--- src/rtl/rtc_csr_pkg.sv ---
// Package: bit positions, reset values and the control-field type of the
// real-time clock control/status word. Positions are fixed because
// software decodes them.
package rtc_csr_pkg;
    localparam int unsigned DW       = 16;
    localparam int unsigned NFLAG    = 3;   // 0: sub-second, 1: time-of-day, 2: ready
    localparam int unsigned B_WE     = 15;
    localparam int unsigned B_OSCOFF = 14;
    localparam int unsigned B_ALT    = 13;
    localparam int unsigned B_FAST   = 9;
    localparam int unsigned B_SQE    = 8;
    localparam int unsigned B_SSF    = 7;
    localparam int unsigned B_TODF   = 6;
    localparam int unsigned B_RDYIE  = 5;
    localparam int unsigned B_RDY    = 4;
    localparam int unsigned B_BUSY   = 3;
    localparam int unsigned B_SSIE   = 2;
    localparam int unsigned B_TODIE  = 1;
    localparam int unsigned B_EN     = 0;

    // Flags that a system reset clears (ready only)
    localparam logic [NFLAG-1:0] FLAG_WARM_CLR = 3'b100;

    typedef struct packed {
        logic we;
        logic osc_off;
        logic alt;
        logic fast;
        logic sqe;
        logic rdy_ie;
        logic ss_ie;
        logic tod_ie;
        logic en;
    } ctrl_t;

    localparam ctrl_t CTRL_COLD = '{we: 1'b0, osc_off: 1'b1, alt: 1'b0, fast: 1'b0,
                                    sqe: 1'b0, rdy_ie: 1'b0, ss_ie: 1'b0,
                                    tod_ie: 1'b0, en: 1'b0};
endpackage

--- src/rtl/rtc_csr_ctrl.sv ---
// Control fields of the word. Holds the software-written controls and
// applies the two guards: the enable bit needs the stored write guard,
// and the clock select needs the stored enable to be 0.
// Assumes: por_n takes priority over rst_n, and both resets are synchronous.
module rtc_csr_ctrl
    import rtc_csr_pkg::*;
(
    input  logic  clk,
    input  logic  por_n,
    input  logic  rst_n,
    input  logic  wr_en,
    input  ctrl_t wr_ctrl,
    output ctrl_t ctrl_q
);
    // Purpose: reset loading and guarded software update of the controls
    always_ff @(posedge clk) begin
        if (!por_n) begin
            ctrl_q <= CTRL_COLD;
        end else if (!rst_n) begin
            ctrl_q.we     <= 1'b0;
            ctrl_q.fast   <= 1'b0;
            ctrl_q.sqe    <= 1'b0;
            ctrl_q.rdy_ie <= 1'b0;
        end else if (wr_en) begin
            ctrl_q.we      <= wr_ctrl.we;
            ctrl_q.osc_off <= wr_ctrl.osc_off;
            ctrl_q.fast    <= wr_ctrl.fast;
            ctrl_q.sqe     <= wr_ctrl.sqe;
            ctrl_q.rdy_ie  <= wr_ctrl.rdy_ie;
            ctrl_q.ss_ie   <= wr_ctrl.ss_ie;
            ctrl_q.tod_ie  <= wr_ctrl.tod_ie;
            if (ctrl_q.we)
                ctrl_q.en  <= wr_ctrl.en;
            if (!ctrl_q.en)
                ctrl_q.alt <= wr_ctrl.alt;
        end
    end
endmodule

--- src/rtl/rtc_csr_flag.sv ---
// One sticky event flag. A hardware set beats every clear. The clear
// comes from a hardware pulse or from software writing 0.
// WARM_CLR picks whether a system reset clears the flag or keeps it.
// Assumes: event pulses last one cycle.
module rtc_csr_flag #(
    parameter bit WARM_CLR = 1'b0
) (
    input  logic clk,
    input  logic por_n,
    input  logic rst_n,
    input  logic set_i,
    input  logic hw_clr_i,
    input  logic sw_wr_i,
    input  logic sw_val_i,
    output logic q_o
);
    // Purpose: hold the flag with set-over-clear priority
    always_ff @(posedge clk) begin
        if (!por_n)
            q_o <= 1'b0;
        else if (!rst_n) begin
            if (WARM_CLR)
                q_o <= 1'b0;
        end else if (set_i)
            q_o <= 1'b1;
        else if (hw_clr_i || (sw_wr_i && !sw_val_i))
            q_o <= 1'b0;
    end
endmodule

--- src/rtl/rtc_csr_irq.sv ---
// Interrupt combiner: the OR of N enabled sources, registered once.
// Assumes: either reset clears the request.
module rtc_csr_irq #(
    parameter int unsigned N = 3
) (
    input  logic         clk,
    input  logic         por_n,
    input  logic         rst_n,
    input  logic [N-1:0] src_i,
    input  logic [N-1:0] ena_i,
    output logic         irq_o
);
    // Purpose: register the enabled-source OR
    always_ff @(posedge clk) begin
        if (!por_n || !rst_n)
            irq_o <= 1'b0;
        else
            irq_o <= |(src_i & ena_i);
    end
endmodule

--- src/rtl/rtc_csr.sv ---
// Top: the real-time clock control/status word. It joins the control
// fields, three sticky flags, the busy bit and the interrupt combiner,
// and muxes the square-wave pin. Assumes single-cycle event pulses
// from the core and a read port that shows the register with no delay.
module rtc_csr
    import rtc_csr_pkg::*;
(
    input  logic          clk,
    input  logic          por_n,
    input  logic          rst_n,
    input  logic          wr_en,
    input  logic [DW-1:0] wr_data,
    input  logic          ev_subsec,
    input  logic          ev_tod,
    input  logic          ev_upd_start,
    input  logic          ev_upd_done,
    input  logic          tap_1hz,
    input  logic          tap_512hz,
    output logic [DW-1:0] rd_data,
    output logic          osc_dis,
    output logic          alt_clk_sel,
    output logic          rtc_en,
    output logic          sqw_out,
    output logic          sqw_oe,
    output logic          irq
);
    ctrl_t            wr_ctrl, ctrl_q;
    logic [NFLAG-1:0] fl_set, fl_hwclr, fl_swval, fl_q, fl_ena;
    logic             busy_q;
    logic             unused_wr_bits;

    assign unused_wr_bits = ^{wr_data[12:10], wr_data[B_BUSY]};

    // Purpose: pick the control fields out of the write data
    always_comb begin
        wr_ctrl.we      = wr_data[B_WE];
        wr_ctrl.osc_off = wr_data[B_OSCOFF];
        wr_ctrl.alt     = wr_data[B_ALT];
        wr_ctrl.fast    = wr_data[B_FAST];
        wr_ctrl.sqe     = wr_data[B_SQE];
        wr_ctrl.rdy_ie  = wr_data[B_RDYIE];
        wr_ctrl.ss_ie   = wr_data[B_SSIE];
        wr_ctrl.tod_ie  = wr_data[B_TODIE];
        wr_ctrl.en      = wr_data[B_EN];
    end

    rtc_csr_ctrl u_ctrl (
        .clk     (clk),
        .por_n   (por_n),
        .rst_n   (rst_n),
        .wr_en   (wr_en),
        .wr_ctrl (wr_ctrl),
        .ctrl_q  (ctrl_q)
    );

    // Flag sources in a fixed order: 0 sub-second, 1 time-of-day, 2 ready
    assign fl_set   = {ev_upd_done, ev_tod, ev_subsec};
    assign fl_hwclr = {ev_upd_start, 1'b0, 1'b0};
    assign fl_swval = {wr_data[B_RDY], wr_data[B_TODF], wr_data[B_SSF]};
    assign fl_ena   = {ctrl_q.rdy_ie, ctrl_q.tod_ie, ctrl_q.ss_ie};

    for (genvar i = 0; i < NFLAG; i++) begin : g_flag
        rtc_csr_flag #(.WARM_CLR(FLAG_WARM_CLR[i])) u_flag (
            .clk      (clk),
            .por_n    (por_n),
            .rst_n    (rst_n),
            .set_i    (fl_set[i]),
            .hw_clr_i (fl_hwclr[i]),
            .sw_wr_i  (wr_en),
            .sw_val_i (fl_swval[i]),
            .q_o      (fl_q[i])
        );
    end

    // Purpose: busy bit, high from update start until update done
    always_ff @(posedge clk) begin
        if (!por_n || !rst_n)
            busy_q <= 1'b1;
        else if (ev_upd_done)
            busy_q <= 1'b0;
        else if (ev_upd_start)
            busy_q <= 1'b1;
    end

    rtc_csr_irq #(.N(NFLAG)) u_irq (
        .clk   (clk),
        .por_n (por_n),
        .rst_n (rst_n),
        .src_i (fl_q),
        .ena_i (fl_ena),
        .irq_o (irq)
    );

    // Purpose: put the read word together; reserved bits read 0
    always_comb begin
        rd_data           = '0;
        rd_data[B_WE]     = ctrl_q.we;
        rd_data[B_OSCOFF] = ctrl_q.osc_off;
        rd_data[B_ALT]    = ctrl_q.alt;
        rd_data[B_FAST]   = ctrl_q.fast;
        rd_data[B_SQE]    = ctrl_q.sqe;
        rd_data[B_SSF]    = fl_q[0];
        rd_data[B_TODF]   = fl_q[1];
        rd_data[B_RDYIE]  = ctrl_q.rdy_ie;
        rd_data[B_RDY]    = fl_q[2];
        rd_data[B_BUSY]   = busy_q;
        rd_data[B_SSIE]   = ctrl_q.ss_ie;
        rd_data[B_TODIE]  = ctrl_q.tod_ie;
        rd_data[B_EN]     = ctrl_q.en;
    end

    // Purpose: core controls and square-wave pin mux
    always_comb begin
        osc_dis     = ctrl_q.osc_off;
        alt_clk_sel = ctrl_q.alt;
        rtc_en      = ctrl_q.en;
        sqw_oe      = ctrl_q.sqe;
        sqw_out     = ctrl_q.sqe & (ctrl_q.fast ? tap_512hz : tap_1hz);
    end
endmodule

--- config.mk ---
export PLATFORM = sky130hd
export DESIGN_NAME = rtc_csr
export DESIGN_NICKNAME = d
export VERILOG_FILES = /design/src/rtl/rtc_csr_pkg.sv /design/src/rtl/rtc_csr_ctrl.sv /design/src/rtl/rtc_csr_flag.sv /design/src/rtl/rtc_csr_irq.sv /design/src/rtl/rtc_csr.sv
export SDC_FILE = /design/constraint.sdc
export NUM_CORES = 1
export LEC_CHECK = 0
export CAP_MARGIN = 20
export CORE_MARGIN = 2
export CORE_UTILIZATION = 35
export DETAILED_ROUTE_END_ITERATION = 8
export HOLD_SLACK_MARGIN = 0.1
export PLACE_DENSITY = 0.82
export SLEW_MARGIN = 5
export SYNTH_ARGS = -nofsm -noshare
export SYNTH_HDL_FRONTEND = slang
export SYNTH_SLANG_ARGS = --single-unit
--- constraint.sdc ---
create_clock -name clk -period 2.55 [get_ports clk]
set_clock_uncertainty 0.1 [all_clocks]
set_input_delay 0.51 -clock clk [delete_from_list [all_inputs] [get_ports clk]]
set_output_delay 0.51 -clock clk [all_outputs]
set_load 0.01 [all_outputs]
Word-level counts from Yosys, hierarchy flattened
Cells that the tools add are included.

Flip-flop bits (word level): 14. Output and inout port bits: 22. Logic and storage cells: 47.

Multiplexer cells: 9. Bitwise logic cells: 3. Reduce and logical (&&, ||, !) cells: 21.

Operators by type and width (number): $mux W1 (9); $reduce_and A2 Y1 (4); $reduce_bool A2 Y1 (4); $reduce_and A3 Y1 (2); $logic_not A1 Y1 (5); $and A3 B3 Y3 (1); $logic_and A1 B1 Y1 (3); $reduce_or A3 Y1 (1); $logic_or A1 B1 Y1 (2); $and A1 B1 Y1 (1); $not A1 Y1 (1).

Longest topological paths before layout
Depth after elaboration: 5. Depth in mapped cells: 4. Depth with buffers taken out: 3.

Hierarchy
Synthesis repeated with hierarchy kept, for this count alone.

Cells, all modules: 71. Area, all modules: 669.4 um^2.

By module, submodules not included: rtc_csr_ctrl (instances 1, cells an instance 37, area an instance 364.1 um^2, seq. area each 180.2 um^2); rtc_csr_flag at g_flag[0].u_flag ... (instances 2, cells an instance 5, area an instance 56.3 um^2, seq. area each 20.0 um^2); rtc_csr (instances 1, cells an instance 14, area an instance 111.4 um^2, seq. area each 20.0 um^2); rtc_csr_flag at g_flag[2].u_flag (instances 1, cells an instance 6, area an instance 43.8 um^2, seq. area each 20.0 um^2); rtc_csr_irq (instances 1, cells an instance 4, area an instance 37.5 um^2, seq. area each 20.0 um^2).

Least setup slack after synthesis
No wires, ideal clock.

Path kind: input port to output port. Start: in tap_512hz. End: out sqw_out. Arrival time: 0.751 ns. Required time: 1.940 ns. Path slack: 1.189 ns. Stages on the path: 2. Path through: mux2i_1 nor2b_1.

Longest elaborated chain between the ends: 2.

RTL lines: start: declaration (RTL line rtc_csr.sv:18) `input logic tap_512hz,`; $mux W1 (RTL line rtc_csr.sv:118) `sqw_out = ctrl_q.sqe & (ctrl_q.fast ? tap_512hz : tap_1hz);`; $and A1 B1 Y1 (RTL line rtc_csr.sv:118); end: declaration (RTL line rtc_csr.sv:23) `output logic sqw_out,`.

Every way passes these cells.

Final worst setup path
Ends and elaborated chain as after synthesis.

==> run_results.csv <==
group,metric,value,unit
global_route,grt_first_pass_wirelength,2.15,mm
clock_network,cts.clk_slew.worst_paths,0.09,ns
floorplanning,placeableCoreArea,1750,um2
worst_setup_path,worst-r2r-cell-count,2,
power,power_frac_comb,19.2,%
global_route,grt_use_total,13.7,%
clock_network,post_cts_resize_count,0,
synthesis,synthDominantCellAreaShare,42.7,%
worst_setup_path,worst_ep_arrival_time,1.68,ns
synthesis,synth.yosys.seq_area_share,42.7,%
clock_network,clock-root-buffer,"sky130_fd_sc_hd__clkbuf_4",
sta,timing.setup.tns,0,ns
worst_setup_path,critical_path.n_buffers_inverters,2,
sta,finalCritPeriodShare,89.8,%
clock_network,insertion_delay,0.28,ns
clock_network,tritoncts,"yes",
placement,dp_hpwl,1.10,mm
worst_setup_path,worst-endpoint-required,1.94,ns
floorplanning,rows,15,
power,vdd_ir_drop_max,0.000284,V
synthesis,synth_top_cell_by_area,"sky130_fd_sc_hd__dfxtp_1",
clock_network,cts_buffers,3,
worst_setup_path,regToRegSetupSlack,1.61,ns
worst_hold_path,whs_path_depth,2,
routing,antenna_left,0,
floorplanning,starting_utilization_of_the_core_area,37.6,%
sta,report.final.slew_viol_count,0,
power,power.density_cell_area,477,nW/um2
worst_hold_path,worst_hold_path.endpoint,"u_ctrl.ctrl_q[7]",
synthesis,synth.distinct_cells,20,
power,power.switching,0.000113,W
synthesis,dominantRegCellSynth,"sky130_fd_sc_hd__dfxtp_1",
floorplanning,die_x,47.3,um
synthesis,post_synth_arst_share,0,%
final_layout,instances_no_fill,128,
clock_network,postCtsHoldBufs,0,
synthesis,synth.area.top_cells,"sky130_fd_sc_hd__dfxtp_1 43%, sky130_fd_sc_hd__buf_4 14%, sky130_fd_sc_hd__mux2i_1 7.6%",
global_route,routing_layer_with_the_top_usage_in_global_route,"met2",
clock_network,cts_num_sinks,14,
floorplanning,die_area,2240,um2
routing,dr_total_vias,584,
global_route,grtUsageMet1,17.0,%
sta,finalHoldViolCount,0,
outcome,run_status,"finished clean",
final_layout,synthToLayoutAreaGrowth,55.2,%
routing,drt-pass1-iter-count,4,
sta,count_of_endpoints_failing_setup_in_the_final_report,0,
final_layout,num-nets-final,130,
sta,tightestPinTransition,0.518,ns
routing,via_per_inst,4.56,
synthesis,netlist_area,657,um2
placement,gp_congestion,0.669,
final_layout,drive_gt1_share,7.77,%
final_layout,insertedDiodeCount,0,
placement,placement.io_buffers,40,
global_route,number_of_antenna_violations_at_the_first_check_in_global_routing,0,
worst_setup_path,worstPathCellList,"clkdlybuf4s50_1 > mux2i_1 > nor2b_1 > clkdlybuf4s50_1",
placement,cell_count_after_placement,124,
job,cap_violations,0,
global_route,grt_start_max_net_pins,11,
synthesis,ys_ff_latch,14,
worst_setup_path,cp-end-kind,"output pin",
placement,post_dp_cell_area,983,um2
power,pwr-share-seq,48.2,%
worst_hold_path,hold_start,"u_ctrl.ctrl_q[7]",
global_route,use_met3,3.46,%
power,total_leakage_power,0.399,nW
clock_network,cts_setup_buffers,0,
synthesis,count_of_flip_flops_with_a_built_in_enable_after_synthesis,0,
clock_network,h-tree-depth,1,
worst_setup_path,crit_start,"tap_512hz",
clock_network,cts-root-to-sink-buffers,2,
worst_setup_path,max_stage_delay,0.55,ns
worst_setup_path,worstPathMaxFanout,1,
floorplanning,io-pin-count,48,
worst_setup_path,worst-setup-path-type,"input pin to output pin",
floorplanning,floorplan.die.height,47.3,um
power,p_int,0.000373,W
worst_setup_path,critPathSlowestCell,"sky130_fd_sc_hd__clkdlybuf4s50_1",
worst_setup_path,most_used_cell_along_the_critical_path,"sky130_fd_sc_hd__clkdlybuf4s50_1",
routing,drc,0,
sta,layout_min_cycle_time,2.29,ns
worst_setup_path,cp-start-kind,"input pin",
worst_hold_path,hold_path.class,"flop to flop",
routing,avgRoutedWirePerCell,11.2,um
sta,max_slew_margin,65.4,%
worst_setup_path,r2r_start,"g_flag[0].u_flag.q_o",
synthesis,syn_area_per_cell,9.25,um2
final_layout,core_util_final,58.4,%
sta,unrepaired_setup_endpoints_after_global_routing,"false",
worst_setup_path,critical-path-top-delay-family,"buffers and inverters",
power,switching_portion_of_total_power,23.2,%
global_route,first_global_vias,524,
sta,fmax,437,MHz
global_route,global_route.overflow_total,0,
global_route,met2_usage,21.9,%
synthesis,synthesis.instances,71,
routing,drtIter0Drc,7,
final_layout,final_instance_area,1020,um2
synthesis,ys.warnings.count,0,
routing,finalWirelength,1.43,mm
worst_setup_path,r2r-end,"u_irq.irq_o",
power,share_clk_of_total_power,32.6,%
-- cells in the mapped netlist, types with 2 or more instances --
cell type                   n
sky130_fd_sc_hd__o21ai_1    3
sky130_fd_sc_hd__nand2_1    7
sky130_fd_sc_hd__nor2_1     7
sky130_fd_sc_hd__buf_6      2
sky130_fd_sc_hd__dfxtp_1   14
sky130_fd_sc_hd__buf_4     12
sky130_fd_sc_hd__a21boi_1   4
sky130_fd_sc_hd__mux2i_1    5
sky130_fd_sc_hd__nand3_1    6
-- cells in the final DEF (no fill, tap or decap) --
| master | netlist | routed |
|---|---|---|
| sky130_fd_sc_hd__clkdlybuf4s50_1 | 0 | 40 |
| sky130_fd_sc_hd__o21ai_1 | 3 | 3 |
| sky130_fd_sc_hd__a31oi_1 | 1 | 1 |
| sky130_fd_sc_hd__nand2_4 | 1 | 1 |
| sky130_fd_sc_hd__inv_1 | 1 | 1 |
| sky130_fd_sc_hd__nor2b_1 | 1 | 1 |
| sky130_fd_sc_hd__o31ai_2 | 1 | 1 |
| sky130_fd_sc_hd__conb_1 | 1 | 3 |
| sky130_fd_sc_hd__clkbuf_4 | 0 | 3 |
| sky130_fd_sc_hd__a222oi_1 | 1 | 1 |
| sky130_fd_sc_hd__clkbuf_8 | 0 | 1 |
| sky130_fd_sc_hd__nor2_1 | 7 | 7 |
| sky130_fd_sc_hd__nand2_2 | 1 | 1 |
| sky130_fd_sc_hd__nand2_1 | 7 | 7 |
| sky130_fd_sc_hd__o211ai_2 | 1 | 1 |
| sky130_fd_sc_hd__a21boi_1 | 4 | 4 |
| sky130_fd_sc_hd__o21bai_1 | 1 | 1 |
| sky130_fd_sc_hd__nand2b_1 | 1 | 1 |
| sky130_fd_sc_hd__nand3_1 | 6 | 6 |
| sky130_fd_sc_hd__dfxtp_1 | 14 | 14 |
| sky130_fd_sc_hd__mux2i_1 | 5 | 5 |
-- stage by stage --
stage	hold WS [ns]	setup slack, ns	total power (W)
finish	0.388	0.261	0.000486
global route	0.425	0.164	0.000510
CTS	0.388	0.242	0.000493
detailed placement	0.376	0.256	0.000333
global placement	0.363	0.277	0.000332
floorplan	0.368	1.19	0.000288
-- final cells by class --
class,instances,area [um2]
clock buffer,4,36.3
fill,164,726
inverter,1,3.75
multi-input combinational,44,268
sequential,14,280
tap,25,31.3
timing repair buffer,40,400
-- sequential cells by signal, summed over array words and instances (netlist names) --
name and flops:
u_ctrl.ctrl_q 9, g_flag.u_flag.q_o 3, busy_q 1, u_irq.irq_o 1
-- worst max path at each step --
stage	end	slack, ns	depth (start not counted)
2_1_floorplan	sqw_out	1.19	2
3_3_place_gp	sqw_out	0.28	4
3_5_place_dp	sqw_out	0.26	4
4_1_cts	sqw_out	0.24	4
5_1_grt	sqw_out	0.16	4
6_report	sqw_out	0.26	4
-- logic make-up after synthesis --
kind of cell / after synthesis / synth area share, %
multiplexers: 5 / 7.62
other: 1 / 0.571
buffers and inverters: 15 / 17.7
flip-flops: 14 / 42.7
AO/OA/AOI/OAI: 12 / 14.3
AND/OR/NAND/NOR: 24 / 17.1
-- metal layers --
layer	wire, um	part of all wire, %
met5	0	0
met2	705	49
met3	98	6.8
met4	19	1.3
met1	609	43
-- power groups by stage --
stage | combinational, W | clock (W) | sequential [W]
2_1_floorplan | 0.0000468 | 0 | 0.000241
3_3_place_gp | 0.0000923 | 0 | 0.000239
3_5_place_dp | 0.0000936 | 0 | 0.000240
4_1_cts | 0.0000940 | 0.000164 | 0.000235
5_1_grt | 0.000101 | 0.000173 | 0.000236
6_report | 0.0000934 | 0.000159 | 0.000234
-- tightest hold or removal path, delay by kind of cell (launching register included) --
family	cells	cell delay [ns]
and+or+nand+nor	2	0.11
DFF	1	0.33
Power figures use the tool's default switching activity.
